--- config.mk ---
export PLATFORM = sky130hd
export DESIGN_NAME = irq_ctrl64
export DESIGN_NICKNAME = d
export VERILOG_FILES = /design/src/rtl/irq_ctrl64_pkg.sv /design/src/rtl/irq_ctrl64_sync.sv /design/src/rtl/irq_ctrl64_psel.sv /design/src/rtl/irq_ctrl64.sv
export SDC_FILE = /design/constraint.sdc
export NUM_CORES = 2
export LEC_CHECK = 0
export BUFFER_PORTS_ARGS = -buffer_cell sky130_fd_sc_hd__buf_4
export CAP_MARGIN = 25
export CORE_MARGIN = 8
export CORE_UTILIZATION = 38
export DETAILED_ROUTE_END_ITERATION = 16
export PLACE_DENSITY = 0.49
export SLEW_MARGIN = 5
export SYNTH_ARGS = -nofsm -noshare
export SYNTH_HDL_FRONTEND = slang
export SYNTH_HIERARCHICAL = 1
export SYNTH_SLANG_ARGS = --single-unit
--- constraint.sdc ---
create_clock -name clk -period 142.6 [get_ports clk]
set_clock_uncertainty 0.2 [all_clocks]
set_input_delay 42.78 -clock clk [delete_from_list [all_inputs] [get_ports clk]]
set_output_delay 42.78 -clock clk [all_outputs]
set_load 0.01 [all_outputs]
--- src/rtl/irq_ctrl64_pkg.sv ---
package irq_ctrl64_pkg;
    localparam int SRC_N    = 64;
    localparam int HALF_N   = SRC_N / 2;
    localparam int ID_W     = $clog2(SRC_N) + 1;
    localparam int IDX_W    = $clog2(SRC_N);
    localparam int ADDR_W   = 12;
    localparam int DATA_W   = 32;
    localparam int EDGE_BIT = 8;
    localparam int SETUP_SPAN = SRC_N * 8;

    localparam logic [ADDR_W-1:0] A_ENA_LO  = 12'h200;
    localparam logic [ADDR_W-1:0] A_ENA_HI  = 12'h204;
    localparam logic [ADDR_W-1:0] A_DIS_LO  = 12'h208;
    localparam logic [ADDR_W-1:0] A_DIS_HI  = 12'h20C;
    localparam logic [ADDR_W-1:0] A_MASK_LO = 12'h220;
    localparam logic [ADDR_W-1:0] A_MASK_HI = 12'h224;
    localparam logic [ADDR_W-1:0] A_VEC     = 12'h230;
    localparam logic [ADDR_W-1:0] A_EOI     = 12'h234;
    localparam logic [ADDR_W-1:0] A_RST     = 12'h238;
    localparam logic [ADDR_W-1:0] A_GEN     = 12'h23C;
endpackage

--- src/rtl/irq_ctrl64_sync.sv ---
module irq_ctrl64_sync #(
    parameter int WIDTH  = 64,
    parameter int STAGES = 2
) (
    input  logic             clk,
    input  logic             rst_n,
    input  logic             clr,
    input  logic [WIDTH-1:0] d,
    output logic [WIDTH-1:0] q
);
    logic [STAGES-1:0][WIDTH-1:0] chain_q;

    always_ff @(posedge clk or negedge rst_n) begin
        if (!rst_n)   chain_q[0] <= '0;
        else if (clr) chain_q[0] <= '0;
        else          chain_q[0] <= d;
    end

    for (genvar g = 1; g < STAGES; g++) begin : g_stage
        always_ff @(posedge clk or negedge rst_n) begin
            if (!rst_n)   chain_q[g] <= '0;
            else if (clr) chain_q[g] <= '0;
            else          chain_q[g] <= chain_q[g-1];
        end
    end

    assign q = chain_q[STAGES-1];
endmodule

--- src/rtl/irq_ctrl64_psel.sv ---
module irq_ctrl64_psel #(
    parameter int N      = 64,
    parameter int PRIO_W = 3,
    parameter int ID_W   = 7
) (
    input  logic [N-1:0]             req,
    input  logic [N-1:0][PRIO_W-1:0] prio,
    output logic                     found,
    output logic [ID_W-1:0]          win_id,
    output logic [PRIO_W-1:0]        win_prio
);
    // Scan from the top index down; ">=" lets a lower index take over on ties.
    always_comb begin
        found    = 1'b0;
        win_id   = ID_W'(N);
        win_prio = '0;
        for (int i = N - 1; i >= 0; i--) begin
            if (req[i] && (!found || prio[i] >= win_prio)) begin
                found    = 1'b1;
                win_id   = ID_W'(i);
                win_prio = prio[i];
            end
        end
    end
endmodule

--- src/rtl/irq_ctrl64.sv ---
module irq_ctrl64
    import irq_ctrl64_pkg::*;
#(
    parameter int PRIO_W      = 3,
    parameter int SYNC_STAGES = 2
) (
    input  logic                 clk,
    input  logic                 rst_n,
    input  logic [SRC_N-1:0]     src_i,
    input  logic                 bus_wr,
    input  logic                 bus_rd,
    input  logic [ADDR_W-1:0]    bus_addr,
    input  logic [DATA_W-1:0]    bus_wdata,
    output logic [DATA_W-1:0]    bus_rdata,
    output logic                 irq_o
);
    typedef struct packed {
        logic [SRC_N-1:0]             edge_cfg;
        logic [SRC_N-1:0][PRIO_W-1:0] prio;
        logic [SRC_N-1:0]             mask;
        logic                         gen;
        logic [SRC_N-1:0]             latch;
        logic [SRC_N-1:0]             prev;
        logic                         isr_vld;
        logic [ID_W-1:0]              isr_id;
        logic [PRIO_W-1:0]            isr_prio;
        logic                         irq;
        logic [DATA_W-1:0]            rdata;
    } state_t;

    state_t s_d, s_q;

    logic [SRC_N-1:0]  sync_q;
    logic [SRC_N-1:0]  pending, above, req;
    logic              found;
    logic [ID_W-1:0]   win_id;
    logic [PRIO_W-1:0] win_prio;
    logic              soft_rst;
    logic              in_setup;
    logic [IDX_W-1:0]  sel_idx;
    logic [SRC_N-1:0]  rise;

    assign soft_rst = bus_wr && (bus_addr == A_RST) && bus_wdata[0];
    assign in_setup = (bus_addr < ADDR_W'(SETUP_SPAN)) && (bus_addr[2:0] == 3'b000);
    assign sel_idx  = bus_addr[IDX_W+2:3];

    irq_ctrl64_sync #(.WIDTH(SRC_N), .STAGES(SYNC_STAGES)) u_sync (
        .clk(clk), .rst_n(rst_n), .clr(soft_rst), .d(src_i), .q(sync_q)
    );

    // Eligibility: pending, enabled and above the priority in service.
    always_comb begin
        pending = s_q.latch | (sync_q & ~s_q.edge_cfg);
        for (int i = 0; i < SRC_N; i++) begin
            above[i] = !s_q.isr_vld || (s_q.prio[i] > s_q.isr_prio);
        end
        req = pending & s_q.mask & above;
    end

    irq_ctrl64_psel #(.N(SRC_N), .PRIO_W(PRIO_W), .ID_W(ID_W)) u_psel (
        .req(req), .prio(s_q.prio), .found(found), .win_id(win_id), .win_prio(win_prio)
    );

    always_comb begin
        s_d      = s_q;
        rise     = sync_q & ~s_q.prev;
        s_d.prev = sync_q;

        // Read side: data is registered; a valid vector read starts service.
        if (bus_rd) begin
            s_d.rdata = '0;
            if (in_setup) begin
                s_d.rdata[EDGE_BIT]     = s_q.edge_cfg[sel_idx];
                s_d.rdata[PRIO_W-1:0]   = s_q.prio[sel_idx];
            end else begin
                case (bus_addr)
                    A_MASK_LO: s_d.rdata = s_q.mask[HALF_N-1:0];
                    A_MASK_HI: s_d.rdata = s_q.mask[SRC_N-1:HALF_N];
                    A_GEN:     s_d.rdata[0] = s_q.gen;
                    A_VEC: begin
                        s_d.rdata = found ? DATA_W'(win_id) : DATA_W'(SRC_N);
                        if (found) begin
                            s_d.isr_vld  = 1'b1;
                            s_d.isr_id   = win_id;
                            s_d.isr_prio = win_prio;
                        end
                    end
                    default: ;
                endcase
            end
        end

        // Write side.
        s_d.latch = s_q.latch;
        if (bus_wr) begin
            if (in_setup) begin
                s_d.edge_cfg[sel_idx] = bus_wdata[EDGE_BIT];
                s_d.prio[sel_idx]     = bus_wdata[PRIO_W-1:0];
            end else begin
                case (bus_addr)
                    A_ENA_LO: s_d.mask[HALF_N-1:0]     = s_q.mask[HALF_N-1:0] | bus_wdata;
                    A_ENA_HI: s_d.mask[SRC_N-1:HALF_N] = s_q.mask[SRC_N-1:HALF_N] | bus_wdata;
                    A_DIS_LO: s_d.mask[HALF_N-1:0]     = s_q.mask[HALF_N-1:0] & ~bus_wdata;
                    A_DIS_HI: s_d.mask[SRC_N-1:HALF_N] = s_q.mask[SRC_N-1:HALF_N] & ~bus_wdata;
                    A_GEN:    s_d.gen = bus_wdata[0];
                    A_EOI: begin
                        if (s_q.isr_vld) begin
                            s_d.latch[s_q.isr_id[IDX_W-1:0]] = 1'b0;
                        end
                        s_d.isr_vld = 1'b0;
                    end
                    default: ;
                endcase
            end
        end

        // Edge latching; a new edge wins over a same-cycle clear.
        s_d.latch = (s_d.latch | rise) & s_d.edge_cfg;

        s_d.irq = s_q.gen && found;

        if (soft_rst) begin
            s_d = '0;
        end
    end

    always_ff @(posedge clk or negedge rst_n) begin
        if (!rst_n) s_q <= '0;
        else        s_q <= s_d;
    end

    assign bus_rdata = s_q.rdata;
    assign irq_o     = s_q.irq;
endmodule

==> impl_results.md <==
- Outcome: completed
- Clk buf depth: 3
- Nets: approximately 5400
- P&R area growth vs syn: 10.3%
- Core Region: roughly 0.11 mm²
- Largest net degree at the start of global routing: 160
- Drc violations: 0
- CTS resizes: 0
- Hold_buf cts: 0
- FF+latch count, synth: 620
- Grt total ovfl: 0
- Post-DRT Antenna Nets: 0
- Cell row count: ~120
- Vias per inst: about 6.0
- Yosys warns: 6
- Syn Area/Cell: 8.74 µm²
- Worst hold path type: reg2reg
- Max-slew violation count: 0
- Worst endpoint data arrival time: slightly below 100000 ps
- Count of different cell masters after synthesis: 119
- CTS H-Tree Depth: 3
- Pleak: between 20 and 25 nW
- Final wirelength: 180000 µm
- Via Count: between 30000 and 40000
- Top Ports: ~150
- Sequential-to-total area share from yosys stat: 0.358
- Area after DPL: between 0.04 and 0.05 mm²
- Post-synth ARST share: 1.00
- Routability Congestion: between 0.9 and 1
- Critical path's largest stage delay: roughly 770 ps
- Post-synthesis simple-gate area fraction: 0.219
- Worst skew pair latency: 640 ps
- Setup Viol. Count Final: 0
- XOR/XNOR Fraction of Synth Area: 0
- DIE AREA: approximately 0.12 mm²
- Fin area: roughly 0.048 mm²
- Post-synth EDFFs: 0
- Clk sinks: 620
- Commonest cells after routing, fill and taps aside: 618 x dfrtp_1, 522 x nand2_1, 439 x o21ai_0
- Fraction of layout cells with a size suffix above 1: 0.106
- Global-route wire length before repair: roughly 260000 µm
- Initial core utilization: 0.381
- Number of max-cap violations: 0
- Complex-gate fraction of the synthesized area: 0.219
- Critical Path RT: 142980 ps
- Die width: between 300 and 400 µm
- Worst rel slew slack: 0.227
- Maximum VDD drop: 0.00862 mV
- Synth Area in Adders: 0.0952
- Largest family of logic cells by synthesized area: simple AND/OR/NAND/NOR gates
- CTS root buffer: clkbuf_16
- Crit. End Element: register
- Post-CTS Setup Repair Bufs: 0
- Clock Pin Slew Worst Setup and Hold Paths: 70 ps
- Power per Cell Area: a little under 9 mW/mm²
- Port bufs: 144
- Critical Path Most Common Cell: ha_1
- Die height: roughly 350 µm
- F_max: around 10 MHz
- DR pass1 iterations: 6
- Post-synthesis mux area share: 0.0492
- Syn_nets: about 5400
- Worst-Margin Slew: 1150 ps
- Post-Syn Area: between 0.04 and 0.05 mm²
- Final hold vios: 0
- Final worst-path cycle share: 0.690
- Vias in the first global route: around 37000
- Detailed placement HPWL: 132000 µm
- Final worst path period need: a little under 100000 ps
- Post-synth top flop: dfrtp_1
- CP Class: reg2reg
- Setup TNS: 0 ps
- Leading cell type in the layout, fill and taps excluded: dfrtp_1
- Worst Path Max Fanout: 17
- Initial antenna violation count: 10
- Total Routing Usage GR: 0.277
- Synth Instances: between 4000 and 5000
- Iter 0 DRT Violations: 4108
- Avg WL per Cell: about 28 µm
- TritonCTS clock tree: yes
- Critical Path Slowest Stage Cell: a21boi_0
- RSZ-0062 raised after global routing: no
- Num CTS Buffers: 71
- Crit start category: register
through the flow:
step	utilization	cells	setup WS [ps]	hold slack, ps	total power [mW]
6_report	0.420	6509	44250	255	0.414
5_1_grt	0.419	6500	37020	265	0.427
4_1_cts	0.419	6497	46040	255	0.417
3_5_place_dp	0.398	6369	46320	247	0.222
3_3_place_gp	0.397	6368	47890	242	0.222
2_1_floorplan	-	4950	57860	239	0.205
Yosys cell counts, drive strengths merged (19+ instances only):
cell,count,area [µm²]
a211oi,86,673
a21boi,21,158
a21o,46,347
a21oi,318,1610
a22oi,42,315
a31oi,26,175
and2,98,616
and3,43,269
buf,204,1340
clkbuf,109,409
dfrtp,620,15500
ha,326,4080
inv,224,841
mux2,38,428
mux2i,116,1160
mux4,24,541
nand2,529,2000
nand2b,149,940
nand3,362,1820
nand4,19,119
nor2,184,701
nor2b,291,1820
nor3,57,335
o211ai,45,348
o21a,100,751
o21ai,449,2250
o21bai,22,165
o221ai,31,278
o22ai,24,156
o311ai,21,201
o31ai,29,253
or2,30,188
area by class of cell:
class / instances / area (µm²)
flip-flops and latches: 620 / 15500
clock inverters: 24 / 352
fillers: 11300 / 66000
multi-input cells: 3792 / 25300
repair buffers: 222 / 1720
diodes: 10 / 25.0
well taps: 1512 / 1890
inverters: 225 / 852
clock buffers: 104 / 2110
kinds of logic (layout without fill, tap and decap cells):
kind of cell / Yosys count / count (layout)
flops: 620 / 620
simple gates: 1841 / 1841
fa+ha+maj: 330 / 330
other cells: 0 / 10
compound gates: 1443 / 1443
mux: 178 / 178
buf+inv: 538 / 575
per-layer routing:
| layer | global-route usage | routed length (µm) | vias up |
|---|---|---|---|
| li1 | - | - | 17800 |
| met1 | 0.391 | 80800 | 19500 |
| met2 | 0.423 | 78400 | 1662 |
| met3 | 0.0507 | 13900 | 307 |
| met4 | 0.102 | 7210 | 4 |
| met5 | 0 | 24 | - |
worst max-delay path: cells and delay by family, from the launching register on:
kind,cells,cell delay (ps)
flops,1,390
simple gates,138,25000
mux,14,4980
fa+ha+maj,68,18160
buf+inv,19,2050
compound gates,195,47430
registers in the layout, summed over array words and instances, names as in the netlist:
name and count:
irq_o 1, s_q 459, bus_rdata 32, u_sync/chain_q 64
u_sync/q 64
where the power goes:
part / switching, mW / internal [mW]
sequential: 0.00235 / 0.179
clock: 0.0802 / 0.114
combinational: 0.0245 / 0.0129
worst paths after layout:
path,from,endpoint,slack [ps],cells past startpoint
setup / recovery,s_q[34]$_DFFE_PN0P_,bus_rdata[3]$_DFFE_PN0P_,44250,434
hold / removal,u_sync/chain_q[14]$_DFF_PN0_,u_sync/q[14]$_DFF_PN0_,260,1
setup reg to reg,s_q[34]$_DFFE_PN0P_,bus_rdata[3]$_DFFE_PN0P_,44250,434
hold reg to reg,u_sync/chain_q[14]$_DFF_PN0_,u_sync/q[14]$_DFF_PN0_,260,1
max in group asynchronous,rst_n,u_sync/chain_q[11]$_DFF_PN0_,98090,3
min in group asynchronous,rst_n,u_sync/chain_q[57]$_DFF_PN0_,42000,1
Note: power is estimated with default switching activity, not from simulation.
